**config.mk**
```make
export PLATFORM = sky130hd
export DESIGN_NAME = dlc_chain_loader
export DESIGN_NICKNAME = d
export VERILOG_FILES = /design/src/rtl/dlc_pkg.sv /design/src/rtl/dlc_seq.sv /design/src/rtl/dlc_shadow.sv /design/src/rtl/dlc_regs.sv /design/src/rtl/dlc_chain_loader.sv
export SDC_FILE = /design/constraint.sdc
export NUM_CORES = 1
export LEC_CHECK = 0
export ABC_CLOCK_PERIOD_IN_PS = 2700
export BUFFER_PORTS_ARGS = -buffer_cell sky130_fd_sc_hd__buf_4
export CORE_AREA = 2 2 242 244
export DETAILED_ROUTE_END_ITERATION = 12
export DIE_AREA = 0 0 244 246
export PLACE_DENSITY = 0.66
export SETUP_SLACK_MARGIN = 0.15
export SLEW_MARGIN = 20
export SYNTH_ARGS = -nofsm -noshare
export SYNTH_HDL_FRONTEND = slang
export SYNTH_SLANG_ARGS = --single-unit
export TNS_END_PERCENT = 30
```
**constraint.sdc**
```tcl
create_clock -name clk -period 2.7 [get_ports clk]
set_clock_uncertainty 0.15 [all_clocks]
set_input_delay 0.54 -clock clk [delete_from_list [all_inputs] [get_ports clk]]
set_output_delay 0.54 -clock clk [all_outputs]
set_load 0.01 [all_outputs]
```
**src/rtl/dlc_pkg.sv**
```systemverilog
package dlc_pkg;
   localparam int WORD_W     = 32;
   localparam int PTR_W      = 64;
   localparam int DESC_WORDS = 8;
   localparam int IDX_W      = $clog2(DESC_WORDS);

   typedef struct packed {
      logic [WORD_W-1:0] ctrl;
      logic [WORD_W-1:0] size;
      logic [PTR_W-1:0]  src;
      logic [PTR_W-1:0]  dst;
      logic [PTR_W-1:0]  link;
   } chan_regs_t;

   typedef enum logic [1:0] {
      ST_IDLE   = 2'd0,
      ST_RUN    = 2'd1,
      ST_FETCH  = 2'd2,
      ST_COMMIT = 2'd3
   } ld_state_t;
endpackage

```
**src/rtl/dlc_seq.sv**
```systemverilog
module dlc_seq
   import dlc_pkg::*;
#(
   parameter int ALIGN_BYTES = 8,
   parameter bit CHECK_ALIGN = 1'b1
) (
   input  logic             clk,
   input  logic             rst_n,
   input  logic             init_we,
   input  logic             blk_done,
   input  logic [PTR_W-1:0] link,
   input  logic             rd_ack,
   input  logic             rd_err,
   output logic             rd_req,
   output logic [PTR_W-1:0] rd_addr,
   output logic [IDX_W-1:0] idx,
   output logic             cap_we,
   output logic             commit,
   output logic             blk_end,
   output logic             set_tc,
   output logic             set_err
);
   localparam int ALIGN_LSB = $clog2(ALIGN_BYTES);
   localparam int PAD_W     = PTR_W - IDX_W - 2;

   ld_state_t st;
   logic      misaligned;
   logic      link_zero;

   generate
      if (CHECK_ALIGN) begin : g_align_chk
         assign misaligned = |link[ALIGN_LSB-1:0];
      end else begin : g_align_none
         assign misaligned = 1'b0;
      end
   endgenerate

   assign link_zero = (link == '0);
   assign rd_req    = (st == ST_FETCH);
   assign rd_addr   = link + {{PAD_W{1'b0}}, idx, 2'b00};
   assign blk_end   = (st == ST_RUN) && blk_done && !init_we;
   assign set_tc    = blk_end && link_zero;
   assign cap_we    = (st == ST_FETCH) && rd_ack && !rd_err && !init_we;
   assign set_err   = (blk_end && !link_zero && misaligned) ||
                      ((st == ST_FETCH) && rd_ack && rd_err && !init_we);
   assign commit    = (st == ST_COMMIT) && !init_we;

   always_ff @(posedge clk or negedge rst_n) begin
      if (!rst_n) begin
         st  <= ST_IDLE;
         idx <= '0;
      end else if (init_we) begin
         st  <= ST_RUN;
         idx <= '0;
      end else begin
         case (st)
            ST_RUN: begin
               if (blk_done) begin
                  if (link_zero || misaligned) st <= ST_IDLE;
                  else begin
                     st  <= ST_FETCH;
                     idx <= '0;
                  end
               end
            end
            ST_FETCH: begin
               if (rd_ack) begin
                  if (rd_err)                             st  <= ST_IDLE;
                  else if (idx == IDX_W'(DESC_WORDS - 1)) st  <= ST_COMMIT;
                  else                                    idx <= idx + 1'b1;
               end
            end
            ST_COMMIT: st <= ST_RUN;
            default:   st <= ST_IDLE;
         endcase
      end
   end

   // a misaligned non-zero link never starts a fetch
   assert_misalign_no_read_R9: assert property (@(posedge clk) disable iff (!rst_n)
      (blk_end && !link_zero && misaligned) |=> !rd_req);

   // a fetch never runs past the last descriptor word
   assert_idx_bounded_R4: assert property (@(posedge clk) disable iff (!rst_n)
      (rd_req && rd_ack && !rd_err && !init_we && idx == IDX_W'(DESC_WORDS - 1)) |=> !rd_req);
endmodule

```
**src/rtl/dlc_shadow.sv**
```systemverilog
module dlc_shadow
   import dlc_pkg::*;
(
   input  logic              clk,
   input  logic              rst_n,
   input  logic              cap_we,
   input  logic [IDX_W-1:0]  idx,
   input  logic [WORD_W-1:0] rd_data,
   output chan_regs_t        desc
);
   logic [WORD_W-1:0] words [DESC_WORDS];

   always_ff @(posedge clk or negedge rst_n) begin
      if (!rst_n) begin
         for (int w = 0; w < DESC_WORDS; w++) words[w] <= '0;
      end else if (cap_we) begin
         for (int w = 0; w < DESC_WORDS; w++)
            if (idx == IDX_W'(w)) words[w] <= rd_data;
      end
   end

   // descriptor order matches the channel register order
   assign desc.ctrl = words[0];
   assign desc.size = words[1];
   assign desc.src  = {words[3], words[2]};
   assign desc.dst  = {words[5], words[4]};
   assign desc.link = {words[7], words[6]};
endmodule

```
**src/rtl/dlc_regs.sv**
```systemverilog
module dlc_regs
   import dlc_pkg::*;
(
   input  logic       clk,
   input  logic       rst_n,
   input  logic       init_we,
   input  chan_regs_t init_val,
   input  logic       commit,
   input  chan_regs_t desc,
   input  logic       blk_end,
   input  logic       set_tc,
   input  logic       set_err,
   output chan_regs_t cur,
   output logic       run,
   output logic       tc,
   output logic       err
);
   always_ff @(posedge clk or negedge rst_n) begin
      if (!rst_n) begin
         cur <= '0;
         run <= 1'b0;
         tc  <= 1'b0;
         err <= 1'b0;
      end else if (init_we) begin
         cur <= init_val;
         run <= 1'b1;
         tc  <= 1'b0;
         err <= 1'b0;
      end else begin
         if (commit) begin
            cur <= desc;
            run <= 1'b1;
         end else if (blk_end) begin
            run <= 1'b0;
         end
         if (set_tc)  tc  <= 1'b1;
         if (set_err) err <= 1'b1;
      end
   end
endmodule

```
**src/rtl/dlc_chain_loader.sv**
```systemverilog
module dlc_chain_loader
   import dlc_pkg::*;
#(
   parameter int ALIGN_BYTES = 8,
   parameter bit CHECK_ALIGN = 1'b1
) (
   input  logic              clk,
   input  logic              rst_n,
   input  logic              init_we,
   input  logic [WORD_W-1:0] init_ctrl,
   input  logic [WORD_W-1:0] init_size,
   input  logic [PTR_W-1:0]  init_src,
   input  logic [PTR_W-1:0]  init_dst,
   input  logic [PTR_W-1:0]  init_link,
   input  logic              blk_done,
   output logic              ch_run,
   output logic [WORD_W-1:0] ch_ctrl,
   output logic [WORD_W-1:0] ch_size,
   output logic [PTR_W-1:0]  ch_src,
   output logic [PTR_W-1:0]  ch_dst,
   output logic [PTR_W-1:0]  ch_link,
   output logic              chain_done,
   output logic              chain_err,
   output logic              rd_req,
   output logic [PTR_W-1:0]  rd_addr,
   input  logic              rd_ack,
   input  logic [WORD_W-1:0] rd_data,
   input  logic              rd_err
);
   generate
      if (ALIGN_BYTES < 4 || (ALIGN_BYTES & (ALIGN_BYTES - 1)) != 0) begin : g_bad_align
         $error("ALIGN_BYTES must be a power of two of at least 4");
      end
   endgenerate

   chan_regs_t       init_val, desc, cur;
   logic [IDX_W-1:0] idx;
   logic             cap_we, commit, blk_end, set_tc, set_err;

   assign init_val = '{init_ctrl, init_size, init_src, init_dst, init_link};

   dlc_seq #(.ALIGN_BYTES(ALIGN_BYTES), .CHECK_ALIGN(CHECK_ALIGN)) u_seq (
      .clk(clk), .rst_n(rst_n), .init_we(init_we), .blk_done(blk_done),
      .link(cur.link), .rd_ack(rd_ack), .rd_err(rd_err),
      .rd_req(rd_req), .rd_addr(rd_addr), .idx(idx), .cap_we(cap_we),
      .commit(commit), .blk_end(blk_end), .set_tc(set_tc), .set_err(set_err));

   dlc_shadow u_shadow (
      .clk(clk), .rst_n(rst_n), .cap_we(cap_we), .idx(idx),
      .rd_data(rd_data), .desc(desc));

   dlc_regs u_regs (
      .clk(clk), .rst_n(rst_n), .init_we(init_we), .init_val(init_val),
      .commit(commit), .desc(desc), .blk_end(blk_end), .set_tc(set_tc),
      .set_err(set_err), .cur(cur), .run(ch_run), .tc(chain_done), .err(chain_err));

   assign ch_ctrl = cur.ctrl;
   assign ch_size = cur.size;
   assign ch_src  = cur.src;
   assign ch_dst  = cur.dst;
   assign ch_link = cur.link;

   // channel held stopped while a descriptor is being read
   assert_fetch_holds_channel_R4: assert property (@(posedge clk) disable iff (!rst_n)
      rd_req |-> !ch_run);

   // consecutive descriptor reads step by one word
   assert_addr_step_R4: assert property (@(posedge clk) disable iff (!rst_n)
      (rd_req && rd_ack && !rd_err && !init_we) |=> (!rd_req || rd_addr == $past(rd_addr) + 64'd4));

   // registers frozen during a fetch
   assert_regs_frozen_R6: assert property (@(posedge clk) disable iff (!rst_n)
      (rd_req && !init_we) |=> ($stable(ch_ctrl) && $stable(ch_size) && $stable(ch_src)
                                && $stable(ch_dst) && $stable(ch_link)));

   // channel restarts only from an initial load or a finished fetch
   assert_restart_source_R6: assert property (@(posedge clk) disable iff (!rst_n)
      $rose(ch_run) |-> ($past(init_we) || $past(commit)));

   // terminal count only with a zero link pointer
   assert_done_zero_link_R3: assert property (@(posedge clk) disable iff (!rst_n)
      $rose(chain_done) |-> ($past(ch_link) == '0));

   // an error leaves the channel idle
   assert_err_idle_R8: assert property (@(posedge clk) disable iff (!rst_n)
      chain_err |-> (!ch_run && !rd_req));
endmodule

```
# --- Yosys cells after proc, flatten, opt, wreduce, memory -nomap -nowiden ---
# Index checks and enable logic that the tools add are counted.
classes:
  eq_ne: 16
  addsub: 2
  n_reduce_logical: 34
  muxes: 23
ops:
  columns: ["cell", "n"]
  rows:
  - ["$mux 256", 2]
  - ["$add 64x5->64", 1]
  - ["$logic_not 64->1", 1]
  - ["$mux 3", 6]
  - ["$reduce_and 2->1", 8]
  - ["$eq 3x3->1 const B", 4]
  - ["$mux 2", 6]
  - ["$ne 3x3->1 const B", 4]
  - ["$logic_and 1x1->1", 11]
  - ["$mux 1", 7]
  - ["$eq 3x2->1 const B", 2]
  - ["$pmux 2 s3", 1]
  - ["$pmux 3 s2", 1]
  - ["$reduce_and 6->1", 1]
  - ["$reduce_bool 2->1", 3]
  - ["$reduce_bool 3->1", 2]
  - ["$eq 2x2->1 const B", 2]
  - ["$ne 4x2->1 const B", 1]
  - ["$add 3x1->3 const B", 1]
  - ["$eq 3x1->1 const B", 1]
  - ["$logic_not 1->1", 3]
  - ["$logic_not 3->1", 1]
  - ["$ne 3x2->1 const B", 1]
  - ["$reduce_and 3->1", 1]
  - ["3 further kinds", 4]
word_totals:
  word_cells: 93
  output_inout_bits: 324
  input_bits: 294
  ff_bits: 520

# --- Logic depth before layout (Yosys ltp) ---
logic_depth:
  word_depth: 8
  depth_mapped: 9
  depth_no_buf: 9

# --- Modules after synthesis ---
# From an unflattened synthesis, not the netlist that was laid out.
unflattened:
  hier_cells: 1936
  area_unflattened_um2: 23568.9
modules_own_cells:
  columns: ["mod", "area_each_um2", "cells_per_inst", "seq_area_each_um2", "instances"]
  rows:
  - ["dlc_regs", 12112.9, 1120, 6481.2, 1]
  - ["dlc_shadow", 9611.7, 551, 6406.1, 1]
  - ["dlc_seq", 1844.3, 265, 125.1, 1]

# --- Least setup slack after synthesis ---
# Ideal clock, no wire load.
synth_path:
  path_kind: "reg2out"
  startpoint: "register u_regs.cur[2] (netlist name)"
  endpoint: "output rd_addr[24]"
  arrival_ns: 2.312
  n_path_buf: 0
  slack_ns: -0.302
  path_stages_with_launch: 10
  required_ns: 2.010
  path_cell_list: "dfrtp_1 ha_1 inv_1 fa_1 nor2b_1 o2111ai_2 nor3_1 and2_1 nand4_1 xnor2_1"
synth_between:
  elab_chain_cells: 1
synth_lines:
  columns: ["item", "line", "text"]
  rows:
  - ["$add 64x5->64", "dlc_seq.sv:40", "assign rd_addr = link + {{PAD_W{1'b0}}, idx, 2'b00};"]
  - ["end: declaration", "dlc_chain_loader.sv:25", "output logic [PTR_W-1:0] rd_addr,"]
# Every way passes these cells.

# --- Final worst setup path ---
layout_path:
  startpoint: "register u_seq.idx[0]"
  endpoint: "output rd_addr[24]"
layout_between:
  elab_chain_cells: 1
layout_lines:
  columns: ["item", "line", "text"]
  rows:
  - ["start: declaration", "dlc_seq.sv:16", "output logic [IDX_W-1:0] idx,"]
  - ["start signal: assignment", "dlc_seq.sv:70", "else idx <= idx + 1'b1;"]
  - ["$add 64x5->64", "dlc_seq.sv:40", null]
# Every way passes these cells.

==> results.md <==
* DR iter-0 viols at 998
* Crit path from: u_seq.idx[0]
* Internal power component at 0.0145 W
* Hold WC Path Type: in2reg
* Crit path time final at 3.56 ns
* Mux share of post-synthesis cell area at 0.239
* Fraction of registers with async set/reset at 1.00
* Failing checks: setup timing
* Antenna violations before repair at 9
* GRT Total Usage at 0.267
* Worst EP arrival at 2.87 ns
* RR Startpoint: u_seq.idx[0]
* WL final at 82100 um
* MaxCap Viol Count at 0
* Place WS at -0.281 ns
* Die area at 60000 um^2
* Final Cell Area at 33600 um^2
* Clk_lat worst skew at 0.60 ns
* Post-Synth Adder-Cell Area at 0.00578
* Main combinational cell family by area after synthesis: multiplexers
* Detail Route Antenna Nets at 0
* Register area share after synthesis at 0.567
* Synth Area in Compound Gates at 0.0608
* Leakage at 18.0 nW
* Fillers at 4743
* Io pins at 618
* Combinational Power Share at 0.183
* Synth Register Bits at 520
* Placed Area at 29600 um^2
* Slowest cell on crit path: dfrtp_1
* Most used DFF post-synth: dfrtp_1
* Vias at 18800
* P&R area growth vs syn at 46.7%
* Clock Root Buffer: clkbuf_16
* WP buf/inv at 2
* DRC at 0
* Wirelength per Cell at 22.6 um
* CTS clk-pin slew, worst paths at 0.06 ns
* Initial core utilization at 0.400
* HP Start: init_dst[56]
* Die X at 244 um
* Max Fclk at 281 MHz
* Num rows at 88
* Port Buffers at 617
* Max IR drop VDD at 0.452 mV
* Switch Pwr at 0.00529 W
* Sw Ratio at 0.267
* Gr ovfl total at 0
* GP Congestion at 0.925
* Most frequent cells in the layout: buf_4 (743), dfrtp_1 (519), nand2_1 (284)
* Reg power frac at 0.436
* P per Cell Area at 590 nW/um^2
* Post-synth EDFFs at 0
* Final hold vios at 0
* Netlist cell types at 46
* Max-slew violations at 0
* CTS Sinks at 520
* CP cell instances: ha_4 > inv_2 > fa_2 > nor2b_4 > o2111ai_4 > nor3_2 > and2_4 > nand4_1 > xnor2_2 > buf_4
* Simple-gate share of the synthesized area at 0.0823
* Initial DRT Pass Iterations at 7
* Critical path type: reg2out
* Worst Setup End Kind: primary output
* Outcome: finished, violations left
* First-pass GRT wire length at 122000 um
* Fin crit share at 1.32
* Slew @ Worst Pin at 0.991 ns
* Unrepaired setup endpoints after global routing: true
* Clock buffer depth at 3
* CTS tree: done
* Vias in the first global route at 19800
* Max incr delay on CP at 0.39 ns
* Layout cells sized above 1 at 0.413
* Core area at 57400 um^2
* H-tree Lvls at 2
* Final setup viols at 59
* Net Count, Synth at 2224
* Crit path max-delay family: simple AND/OR/NAND/NOR gates
* XOR/XNOR share of the synthesized area at 0.0225
* HPWL Detailed at 59100 um
* Commonest non-fill, non-tap cell in the layout: buf_4
* Largest net degree at the start of global routing at 234
* Syn_area_per_cell at 11.9 um^2
* Post-synthesis cell count at 1920
* Ys Warns at 0
* Cts bufs inserted at 55
* CP Launch Type: flop
* Critical Path RT at 2.01 ns
* Crit-path max FO at 6
* Cell Area, Synth at 22900 um^2
* DR vias/cell at 5.19
* Min setup slack post-route at -0.860 ns
* Die Ht at 246 um
* Clock share of power at 0.380
* Final net count at 3126
* Slew HR at 0.340
layer usage:
| layer | routed length [um] | global-route usage | vias up |
|---|---|---|---|
| li1 | - | - | 8539 |
| met1 | 33400 | 0.334 | 9467 |
| met2 | 41000 | 0.462 | 688 |
| met3 | 5100 | 0.0566 | 145 |
| met4 | 2580 | 0.0875 | 4 |
| met5 | 27 | 0 | - |
sequential cells by signal, summed over array words and instances (netlist names):
name	count
u_regs.cur	256
u_shadow.desc	256
u_seq.idx	3
u_seq.st	2
u_regs.err	1
u_regs.run	1
u_regs.tc	1
stage by stage:
step | power, W | cells | hold slack (ns) | TNS [ns] | util
floorplan | 0.0100 | 1920 | 0.0944 | -0.513 | -
global placement | 0.0121 | 3335 | 0.323 | -3.61 | 0.515
detailed placement | 0.0122 | 3335 | 0.342 | -4.46 | 0.515
CTS | 0.0200 | 3623 | 0.000207 | -36.53 | 0.582
global route | 0.0206 | 3630 | 0.00730 | -41.15 | 0.586
finish | 0.0198 | 3633 | 0.0252 | -34.27 | 0.586
worst min-delay path, delay by kind of cell:
family | cells | cell delay (ns)
AOI/OAI and AO/OA | 1 | 0.07
and+or+nand+nor | 1 | 0.04
buffers and inverters | 1 | 0.08
Yosys cell counts, types with 2 or more instances:
cell,instances,area [um^2]
and4_1,5,43.8
a21oi_1,2,10.0
nand3b_1,2,15.0
nor3_1,12,60.1
mux2_2,252,2840
buf_4,2,15.0
mux2i_1,257,2570
nand2_2,3,18.8
a31oi_1,3,18.8
nor2_1,16,60.1
dfrtp_1,520,13000
and2_1,5,31.3
ha_1,9,113
clkbuf_1,63,236
nand2_1,289,1080
nor4_4,2,42.5
nor3_2,2,20.0
a211oi_1,2,15.0
buf_2,18,90.1
xnor2_1,49,429
o21ai_0,258,1290
nor4_1,14,87.6
nand4_1,10,62.6
nor2b_1,3,18.8
buf_1,32,120
and3_1,14,87.6
mux2_1,6,67.6
xor2_1,10,87.6
nand3_1,32,160
inv_1,12,45.0
timing repair:
item	4_1_cts	5_1_grt
setup buffers	1	6
pin swaps	22	20
gates resized for setup	33	29
setup endpoints to repair	61	63
hold endpoints to repair	236	0
hold buffers	188	0
path summary, 6_finish.rpt:
check,end,slack (ns),cells past startpoint
setup / recovery,rd_addr[24],-0.86,10
hold / removal,u_regs.cur[120],0.03,3
setup reg to reg,u_seq.idx[0],0.18,8
hold reg to reg,u_shadow.desc[240],0.35,1
max in group asynchronous,u_regs.cur[125],1.22,3
min in group asynchronous,u_shadow.desc[168],0.43,2
cells by family (layout without fill, tap and decap cells):
logic type                 Yosys count  after routing
DFF                                520            520
and+or+nand+nor                    418            418
adders and majority gates           10             10
AOI/OAI and AO/OA                  271            271
buffers and inverters              127           1071
other                                0              4
muxes                              515            515
xor gates and xnor gates            59             59
final cells by class:
cell class | instances | area [um^2] | share of cell area
antenna | 4 | 10.0 | 0.000298
clock buffer | 79 | 1580 | 0.0469
clock inverter | 20 | 216 | 0.00644
inverter | 12 | 45.0 | 0.00134
multi-input combinational | 1273 | 9840 | 0.292
sequential | 520 | 13000 | 0.387
tap | 765 | 957 | 0.0285
timing repair buffer | 960 | 7980 | 0.237
power by group through the flow:
stage	clock, W	combinational, W	sequential, W
6_report	0.00754	0.00364	0.00866
5_1_grt	0.00799	0.00390	0.00871
4_1_cts	0.00769	0.00363	0.00866
3_5_place_dp	0	0.00338	0.00879
3_3_place_gp	0	0.00334	0.00877
2_1_floorplan	0	0.00109	0.00894
Power figures use the tool's default switching activity.
